**config.mk**
```make
export PLATFORM = sky130hd
export DESIGN_NAME = psk_phase_folder
export DESIGN_NICKNAME = d
export VERILOG_FILES = /design/src/rtl/psk_fold_pkg.sv /design/src/rtl/psk_nibble_rotator.sv /design/src/rtl/psk_wrap_shifter.sv /design/src/rtl/psk_fold_outreg.sv /design/src/rtl/psk_phase_folder.sv
export SDC_FILE = /design/constraint.sdc
export NUM_CORES = 1
export LEC_CHECK = 0
export BUFFER_PORTS_ARGS = -buffer_cell sky130_fd_sc_hd__clkbuf_2
export CAP_MARGIN = 20
export CORE_MARGIN = 2
export CORE_UTILIZATION = 40
export DETAILED_ROUTE_END_ITERATION = 8
export GPL_ROUTABILITY_DRIVEN = 0
export PLACE_DENSITY = 0.69
export SLEW_MARGIN = 30
export SYNTH_ARGS = -nofsm -noshare
export SYNTH_HDL_FRONTEND = slang
export SYNTH_SLANG_ARGS = --single-unit
```
**constraint.sdc**
```tcl
create_clock -name clk -period 2.2 [get_ports clk]
set_input_delay 0.44 -clock clk [delete_from_list [all_inputs] [get_ports clk]]
set_output_delay 0.44 -clock clk [all_outputs]
set_load 0.02 [all_outputs]
```
**src/rtl/psk_fold_pkg.sv**
```systemverilog
// Package: shared widths and the control-word layout for the PSK phase folder.
// Assumes an 8-bit phase covering one turn and a 4-bit signed offset that
// lands on the phase's upper nibble.
package psk_fold_pkg;
    parameter int PHASE_W = 8;                  // phase word width, one full turn
    parameter int OFF_W   = 4;                  // offset width (two's complement)
    parameter int SH_W    = 2;                  // shift count width
    localparam int MAX_SH = (1 << SH_W) - 1;    // largest left shift
    localparam int CFG_W  = OFF_W + SH_W;       // total control width

    // Control word: shift count above the offset, matching cfg_in[5:4]/[3:0].
    typedef struct packed {
        logic [SH_W-1:0]  shift;
        logic [OFF_W-1:0] offset;
    } fold_cfg_t;
endpackage

```
**src/rtl/psk_nibble_rotator.sv**
```systemverilog
// Module: adds a signed offset to the top OFF_W bits of a phase word.
// Lower bits pass unchanged; the carry out of the top bit is dropped, which
// gives rotation modulo one turn. Purely combinational.
module psk_nibble_rotator #(
    parameter int PHASE_W = 8,
    parameter int OFF_W   = 4
) (
    input  logic [PHASE_W-1:0] phase_i,
    input  logic [OFF_W-1:0]   offset_i,
    output logic [PHASE_W-1:0] rot_o
);
    localparam int LOW_W = PHASE_W - OFF_W;

    logic [OFF_W-1:0] top_sum;

    // Modular add on the upper field; width truncation discards the carry.
    always_comb begin
        top_sum = phase_i[PHASE_W-1:LOW_W] + offset_i;
        rot_o   = {top_sum, phase_i[LOW_W-1:0]};
    end
endmodule

```
**src/rtl/psk_wrap_shifter.sv**
```systemverilog
// Module: left shift by 0..2^SH_W-1 places with the top bits discarded.
// Builds one candidate per shift amount and selects one with the count.
// Assumes the count is at most PHASE_W-1. Purely combinational.
module psk_wrap_shifter #(
    parameter int PHASE_W = 8,
    parameter int SH_W    = 2
) (
    input  logic [PHASE_W-1:0] data_i,
    input  logic [SH_W-1:0]    shift_i,
    output logic [PHASE_W-1:0] data_o
);
    localparam int N_SH = 1 << SH_W;

    logic [PHASE_W-1:0] cand [N_SH];

    for (genvar k = 0; k < N_SH; k++) begin : g_cand
        // Candidate for shift k: drop the top k bits, fill k zeros below.
        assign cand[k] = PHASE_W'(data_i << k);
    end

    // Pick the candidate named by the shift count.
    always_comb begin
        data_o = cand[shift_i];
    end
endmodule

```
**src/rtl/psk_fold_outreg.sv**
```systemverilog
// Module: output register stage with a valid flag.
// Loads the data on an accepted sample and holds it otherwise. The flag
// follows the input strobe one cycle later. Synchronous active-low reset.
module psk_fold_outreg #(
    parameter int PHASE_W = 8
) (
    input  logic               clk,
    input  logic               rst_n,
    input  logic               load_i,
    input  logic [PHASE_W-1:0] data_i,
    output logic [PHASE_W-1:0] data_o,
    output logic               vld_o
);
    // Capture the folded value on accept; clear on reset.
    always_ff @(posedge clk) begin
        if (!rst_n) begin
            data_o <= '0;
            vld_o  <= 1'b0;
        end else begin
            vld_o <= load_i;
            if (load_i) begin
                data_o <= data_i;
            end
        end
    end
endmodule

```
**src/rtl/psk_phase_folder.sv**
```systemverilog
// Module: PSK carrier phase error folder (top).
// Rotates each accepted phase sample by the configured offset on its upper
// bits, then multiplies it by 2^shift modulo one turn. The result is a
// registered signed error with one cycle of latency. cfg_in is read only
// alongside a valid sample.
module psk_phase_folder
    import psk_fold_pkg::*;
(
    input  logic               clk,
    input  logic               rst_n,
    input  logic [PHASE_W-1:0] phase_in,
    input  logic               phase_vld,
    input  logic [CFG_W-1:0]   cfg_in,
    output logic [PHASE_W-1:0] err_out,
    output logic               err_vld
);
    fold_cfg_t          cfg;
    logic [PHASE_W-1:0] rotated;
    logic [PHASE_W-1:0] folded;

    // Split the control word into its offset and shift fields.
    always_comb begin
        cfg = fold_cfg_t'(cfg_in);
    end

    psk_nibble_rotator #(.PHASE_W(PHASE_W), .OFF_W(OFF_W)) u_rot (
        .phase_i  (phase_in),
        .offset_i (cfg.offset),
        .rot_o    (rotated)
    );

    psk_wrap_shifter #(.PHASE_W(PHASE_W), .SH_W(SH_W)) u_shf (
        .data_i  (rotated),
        .shift_i (cfg.shift),
        .data_o  (folded)
    );

    psk_fold_outreg #(.PHASE_W(PHASE_W)) u_out (
        .clk    (clk),
        .rst_n  (rst_n),
        .load_i (phase_vld),
        .data_i (folded),
        .data_o (err_out),
        .vld_o  (err_vld)
    );
endmodule

```
* Yosys cells after proc, flatten, opt, wreduce, memory -nomap -nowiden
Cells that the tools add are included.
** Operators by class
- $add $sub $neg :: 1
- Order comparisons :: 1
- Bitwise gates (word level) :: 1
- Muxes and demuxes :: 3
** Operators by type and width (number)
- binary-select mux 8 bit (select 2 bit) :: 1
- 2-to-1 mux 8 bit :: 2
- adder 4 bit :: 1
- greater-or-equal comparator 3 bit, second input constant :: 1
- inverter 2 -> 3 bit :: 1
** Word-level totals
- Register bits :: 9
- Output and inout bits :: 9
- Word-level logic and storage cells :: 8
- Bits of input ports :: 17

* Logic depth before layout (Yosys ltp)
Gate-level depths: netlist of the first run.
- Depth in word-level cells :: 4
- Depth in mapped cells :: 7

* Cells and area by module
Synthesis of the first run repeated with hierarchy kept, for this count alone.
** Unflattened totals
- Cell total of the unflattened synthesis :: 57
- Area total of the unflattened synthesis :: 621.8 um2
** Modules (own cells, without submodules)
- psk_fold_outreg :: area each 329.1 um2, cells an instance 27, sequential area each 180.2 um2, times used 1
- psk_wrap_shifter :: area each 162.7 um2, cells an instance 17, sequential area each 0.0 um2, times used 1
- psk_nibble_rotator :: area each 130.1 um2, cells an instance 13, sequential area each 0.0 um2, times used 1

* Worst setup path before layout of the first run
Ideal clock, no wire load.
- Path kind :: input-to-reg
- Start point :: in phase_in[4]
- End point :: reg u_out.data_o[5]
- Arrival time :: 1.569 ns
- Library setup time :: 0.122 ns
- Stages on the path :: 6
- Data required time :: 2.078 ns
- Slack :: 0.509 ns
- Path through :: ha_1 inv_1 fa_1 mux2i_1 nor2b_1 o311a_1
** Between the ends
- Word-level cells in the longest chain between the ends :: 4
** RTL lines
- start: declaration :: RTL line psk_phase_folder.sv:11 : input logic [PHASE_W-1:0] phase_in,
- adder 4 bit :: RTL line psk_nibble_rotator.sv:18 : top_sum = phase_i[PHASE_W-1:LOW_W] + offset_i;
- binary-select mux 8 bit (select 2 bit) :: RTL line psk_wrap_shifter.sv:23 : data_o = cand[shift_i];
- 2-to-1 mux 8 bit (not written as such) (2 in series) :: RTL line psk_wrap_shifter.sv:23
- end signal: assignment :: RTL line psk_fold_outreg.sv:22 : data_o <= data_i;
- end: declaration :: RTL line psk_fold_outreg.sv:11 : output logic [PHASE_W-1:0] data_o,
Every way passes these cells. The select of a mux whose other input is x is not followed.
A chain may end at the register's enable or synchronous reset.

* Final worst setup path of the first run
Ends and elaborated chain as after synthesis.

==> impl_metrics.env, run 1 <==
export IMPL_status="completed"
export IMPL_clockBufferDepth=2
export IMPL_min_period_ns=1.59
export IMPL_relSlewSlack=0.824
export IMPL_synth_top_cell_by_area="dfxtp_1"
export IMPL_drv_cap=0
export IMPL_final_cell_area_um2=751
export IMPL_critPathLaunchType="input port"
export IMPL_cts_root_buf="clkbuf_4"
export IMPL_combPwrFrac=0.273
export IMPL_die_width_um=43.0
export IMPL_antenna_cells=0
export IMPL_ys_ff_latch=9
export IMPL_power_mw=0.429
export IMPL_grt_antenna_before_repair=0
export IMPL_syn_to_final_growth_pct=23.7
export IMPL_post_dp_cell_area_um2=724
export IMPL_htreeDepth=1
export IMPL_dp_cells=101
export IMPL_switching_share=0.305
export IMPL_yosysWarnings=0
export IMPL_io_pin_count=26
export IMPL_die_area_um2=1840
export IMPL_finalSetupTns_ns=0
export IMPL_grt_ovfl_total=0
export IMPL_arrival_ns=1.74
export IMPL_leakagePower_nw=0.383
export IMPL_fin_nets=111
export IMPL_final_common_cell="clkbuf_2"
export IMPL_p_sw_mw=0.131
export IMPL_syn_instance_count=63
export IMPL_holdWs_ns=0.483
export IMPL_rsz0062_at_grt="false"
export IMPL_start_util=0.412
export IMPL_synthSimpleGateAreaFrac=0.155
export IMPL_synth_mux_area_frac=0.175
export IMPL_drc=0
export IMPL_endpoint_kind="flip-flop"
export IMPL_vias_per_cell=5.06
export IMPL_cts_tree="yes"
export IMPL_grt_max_degree=14
export IMPL_post_place_ws_ns=0.324
export IMPL_grt_usage=0.145
export IMPL_io_buffers=25
export IMPL_drtIter0Drc=11
export IMPL_fmax_ghz=0.630
export IMPL_post_cts_buffers=0
export IMPL_postCtsHoldBufs=0
export IMPL_fillers=150
export IMPL_drt_total_wl_um=1190
export IMPL_synth_xor_area_share=0.0289
export IMPL_pwr_share_clk=0.311
export IMPL_synthesis_nets=84
export IMPL_clk_pin_slew_ns=0.07
export IMPL_syn_cell_area_um2=607
export IMPL_cts_resized=0
export IMPL_ir_drop_uv=267
export IMPL_synth_top_area_frac=0.297
export IMPL_hold_path_class="reg -> reg"
export IMPL_internal_power_mw=0.298
export IMPL_cp_required_ns=2.36
export IMPL_crit_type="in -> reg"
export IMPL_synth_compound_area_share=0.167
export IMPL_synthAdderAreaFrac=0.0948
export IMPL_antenna_left=0
export IMPL_core_um2=1470
export IMPL_worstPathMaxFanout=2
export IMPL_post_dp_hpwl_um=916
export IMPL_slew_violations=0
export IMPL_worst_pin_slew_ns=0.264
export IMPL_cts_buffers=3
export IMPL_finalHoldViolations=0
export IMPL_grt_pass1_vias=477
export IMPL_yosys_top_cells_area="dfxtp_1 (30%), mux2i_1 (13%), ha_1 (6.2%), mux4_1 (4.3%), nor2b_1 (4.1%)"
export IMPL_period_share=0.721
export IMPL_drive_gt1_frac=0.337
export IMPL_dieHeight_um=43.0
export IMPL_wl_per_cell_um=11.3
export IMPL_firstDrtPassIters=4
export IMPL_rows=14
export IMPL_rrSetupSlack_ns=1.41
export IMPL_final_setup_worst_slack_ns=0.613
export IMPL_synth_top_family_by_area="multiplexers"
export IMPL_num_vias=531
export IMPL_post_route_util=0.510
export IMPL_ys_types=28
export IMPL_finalSetupViolations=0
export IMPL_avgSynthCellArea_um2=9.63
export IMPL_seqPwrFrac=0.416
export IMPL_ys_seq_area_frac=0.297
export IMPL_final_cell_count_no_fill=105
export IMPL_clock_sinks=9
export IMPL_power_density_nw_per_um2=571
export IMPL_skew_ns=0
export IMPL_final_cell_mix="clkbuf_2 (25), dfxtp_1 (9), mux2i_1 (8), inv_1 (6), nor2b_1 (4)"
export IMPL_clk_latency_ns=0.26
export IMPL_grt_pass1_wl_um=1990
cell usage after synthesis:
master    n
nor2b_1   4
nand3_1   2
buf_2     1
and2b_2   1
or2_2     1
o311a_1   1
o211a_1   1
inv_1     6
a21oi_1   3
xor2_1    2
and2_1    2
nand3b_1  1
ha_1      3
buf_6     2
nor3b_1   1
o21ai_0   1
a21boi_0  1
mux2i_1   8
a21o_1    1
a31oi_1   1
fa_1      1
dfxtp_1   9
a211o_1   1
o32ai_1   1
nand2_1   3
nor3_1    1
o211ai_1  3
mux4_1    1
final timing paths:
path / from / endpoint / depth (start not counted)
setup / recovery: phase_in[4] / u_out.data_o[5] / 7
hold / removal: u_out.data_o[2] / u_out.data_o[2] / 1
setup reg to reg: u_out.data_o[5] / u_out.data_o[5] / 2
hold reg to reg: u_out.data_o[2] / u_out.data_o[2] / 1
kinds of logic after synthesis:
logic type                 after synthesis
muxes                                    9
AOI/OAI and AO/OA                       14
xor gates and xnor gates                 2
buffers and inverters                    9
and+or+nand+nor                         16
DFF                                      9
adders and majority gates                4
sequential cells by signal, summed over array words and instances, names as in the netlist:
signal and flops:
u_out.data_o 8, u_out.vld_o 1
routing by layer:
| metal | up-vias | GRT usage | share of wire | wire [µm] |
|---|---|---|---|---|
| li1 | 276 | - | - | - |
| met2 | 15 | 0.215 | 0.48 | 564 |
| met3 | 0 | 0.0596 | 0.071 | 84 |
| met1 | 240 | 0.178 | 0.45 | 536 |
| met4 | 0 | 0.0727 | 0 | 0 |
| met5 | - | 0 | 0 | 0 |
power groups by stage:
| stage | clock (mW) | sequential [mW] | combinational (mW) |
|---|---|---|---|
| floorplan | 0 | 0.196 | 0.0678 |
| global placement | 0 | 0.182 | 0.116 |
| detailed placement | 0 | 0.182 | 0.118 |
| CTS | 0.138 | 0.179 | 0.119 |
| global route | 0.145 | 0.180 | 0.132 |
| finish | 0.133 | 0.178 | 0.117 |
final cells by class:
type,instances,area [µm²],area share
repair buffers,25,125,0.167
inverters,6,22.5,0.0300
multi-input cells,45,377,0.502
clock buffers,4,26.3,0.0350
flip-flops and latches,9,180,0.240
well taps,16,20.0,0.0267
critical path, stage by stage:
cell and delay [ns]:
clkbuf_2 0.08, ha_1 0.15, inv_1 0.06, fa_1 0.50, mux2i_1 0.09, nor2b_1 0.14
o311a_1 0.28
Power figures use the tool's default switching activity.
==> run 2: changes to the inputs <==
--- a/config.mk
+++ b/config.mk
@@ -11,7 +11,7 @@
 export CORE_UTILIZATION = 40
 export DETAILED_ROUTE_END_ITERATION = 8
 export GPL_ROUTABILITY_DRIVEN = 0
-export PLACE_DENSITY = 0.69
+export PLACE_DENSITY = 0.72
 export SLEW_MARGIN = 30
 export SYNTH_ARGS = -nofsm -noshare
 export SYNTH_HDL_FRONTEND = slang
==> constraint.sdc (replaced) <==
create_clock -name clk -period 1.3 [get_ports clk]
set_input_delay 0.26 -clock clk [delete_from_list [all_inputs] [get_ports clk]]
set_output_delay 0.26 -clock clk [all_outputs]
set_load 0.02 [all_outputs]
==> impl_metrics.env, run 2 (synthesis gave the netlist of run 1 again) <==
export IMPL_status="finished, violations left"
export IMPL_failed_checks="setup timing"
export IMPL_critical_path_top_delay_family="adder cells"
export IMPL_worst_path_max_delay_cell="fa_2"
export IMPL_rr_startpoint="u_out.data_o[5]"
export IMPL_leakagePower_nw=0.407
export IMPL_top_register="u_out.data_o"
export IMPL_power_mw=0.756
export IMPL_cp_required_ns=1.45
export IMPL_grt_max_degree=14
export IMPL_post_place_ws_ns=-0.402
export IMPL_p_sw_mw=0.227
export IMPL_grt_ovfl_total=0
export IMPL_max_stage_delay_ns=0.53
export IMPL_start_util=0.412
export IMPL_die_area_um2=1840
export IMPL_clockBufferDepth=2
export IMPL_arrival_ns=1.54
export IMPL_cts_root_buf="clkbuf_4"
export IMPL_final_common_cell="clkbuf_2"
export IMPL_clk_latency_ns=0.26
export IMPL_antenna_left=0
export IMPL_rows=14
export IMPL_drt_total_wl_um=1320
export IMPL_worstPathMaxFanout=2
export IMPL_wl_per_cell_um=12.2
export IMPL_period_share=1.06
export IMPL_ir_drop_uv=489
export IMPL_crit_type="in -> reg"
export IMPL_critPathLaunchType="input port"
export IMPL_largest_reg_flops=8
export IMPL_switching_share=0.301
export IMPL_rsz0062_at_grt="true"
export IMPL_drc=0
export IMPL_rrSetupSlack_ns=0.50
export IMPL_core_um2=1470
export IMPL_grt_antenna_before_repair=0
export IMPL_cts_tree="yes"
export IMPL_syn_to_final_growth_pct=36.5
export IMPL_finalSetupViolations=1
export IMPL_vias_per_cell=5.18
export IMPL_combPwrFrac=0.314
export IMPL_worst_pin_slew_ns=0.301
export IMPL_drv_cap=0
export IMPL_post_dp_hpwl_um=990
export IMPL_final_cell_mix="clkbuf_2 (23), dfxtp_1 (9), mux2i_1 (7), inv_1 (5), nor2b_1 (4)"
export IMPL_pwr_share_clk=0.286
export IMPL_min_period_ns=1.38
export IMPL_io_buffers=25
export IMPL_antenna_cells=0
export IMPL_cts_buffers=3
export IMPL_dieHeight_um=43.0
export IMPL_io_pin_count=26
export IMPL_internal_power_mw=0.529
export IMPL_hold_path_class="in -> reg"
export IMPL_drtIter0Drc=8
export IMPL_clock_sinks=9
export IMPL_finalHoldViolations=0
export IMPL_min_delay_start="rst_n"
export IMPL_grt_pass1_vias=524
export IMPL_fmax_ghz=0.722
export IMPL_clk_pin_slew_ns=0.06
export IMPL_grt_usage=0.163
export IMPL_startpoint="cfg_in[0]"
export IMPL_path_cells="buf_8 -> ha_4 -> inv_2 -> fa_2 -> mux2i_2 -> nor2b_1 -> o311a_1"
export IMPL_path_buf_inv=2
export IMPL_fin_nets=114
export IMPL_skew_ns=0
export IMPL_top_regs="u_out.data_o: 8 flops, u_out.vld_o: 1 flops"
export IMPL_slew_violations=0
export IMPL_fillers=128
export IMPL_relSlewSlack=0.800
export IMPL_final_setup_worst_slack_ns=-0.0845
export IMPL_power_density_nw_per_um2=913
export IMPL_drive_gt1_frac=0.435
export IMPL_num_vias=559
export IMPL_htreeDepth=1
export IMPL_endpoint_kind="flip-flop"
export IMPL_firstDrtPassIters=4
export IMPL_die_width_um=43.0
export IMPL_seqPwrFrac=0.400
export IMPL_grt_pass1_wl_um=2210
run 2: layer usage:
layer | wire length [µm] | up-vias | global-route usage
met5 | 0 | - | 0
li1 | - | 283 | -
met1 | 548 | 253 | 0.186
met2 | 646 | 19 | 0.261
met3 | 109 | 4 | 0.0723
met4 | 15 | 0 | 0.0727
run 2: path summary, 6_finish.rpt:
kind / cells past startpoint / endpoint
setup / recovery: 7 / u_out.data_o[5]
hold / removal: 2 / u_out.data_o[5]
setup reg to reg: 2 / u_out.data_o[5]
hold reg to reg: 2 / u_out.data_o[6]
run 2: area by class of cell:
| cell class | count | area (µm²) | share of cell area |
|---|---|---|---|
| Sequential cell | 9 | 180 | 0.218 |
| Multi-Input combinational cell | 45 | 412 | 0.497 |
| Timing Repair Buffer | 28 | 168 | 0.202 |
| Tap cell | 16 | 20.0 | 0.0242 |
| Clock buffer | 4 | 26.3 | 0.0317 |
| Inverter | 6 | 22.5 | 0.0272 |
run 2: what timing repair did:
item                                    4_1_cts  5_1_grt
hold buffers                                  0        0
resized for setup                             3        7
endpoints found under the setup margin        3        3
setup buffers                                 1        0
pin swaps                                     2        4
run 2: worst register-to-register path: stages (launching register included):
cell	delay, ns
dfxtp_1	0.31
or2_2	0.27
o311a_1	0.12
run 2: power by group through the flow:
stage	clock, mW	sequential, mW	combinational (mW)
floorplan	0	0.332	0.117
global placement	0	0.308	0.209
detailed placement	0	0.309	0.214
CTS	0.226	0.303	0.222
global route	0.240	0.304	0.263
finish	0.216	0.302	0.238
run 2: through the flow:
step / instances / instance area (µm²) / TNS [ns] / hold WS [ns] / utilization
after floorplan: 63 / 619 / -0.353 / 0.382 / -
after global placement: 103 / 752 / -0.995 / 0.463 / 0.511
after detailed placement: 103 / 752 / -1.20 / 0.468 / 0.511
after CTS: 108 / 803 / -0.104 / 0.319 / 0.546
after global routing: 108 / 828 / -0.186 / 0.341 / 0.563
final: 108 / 828 / -0.0845 / 0.322 / 0.563
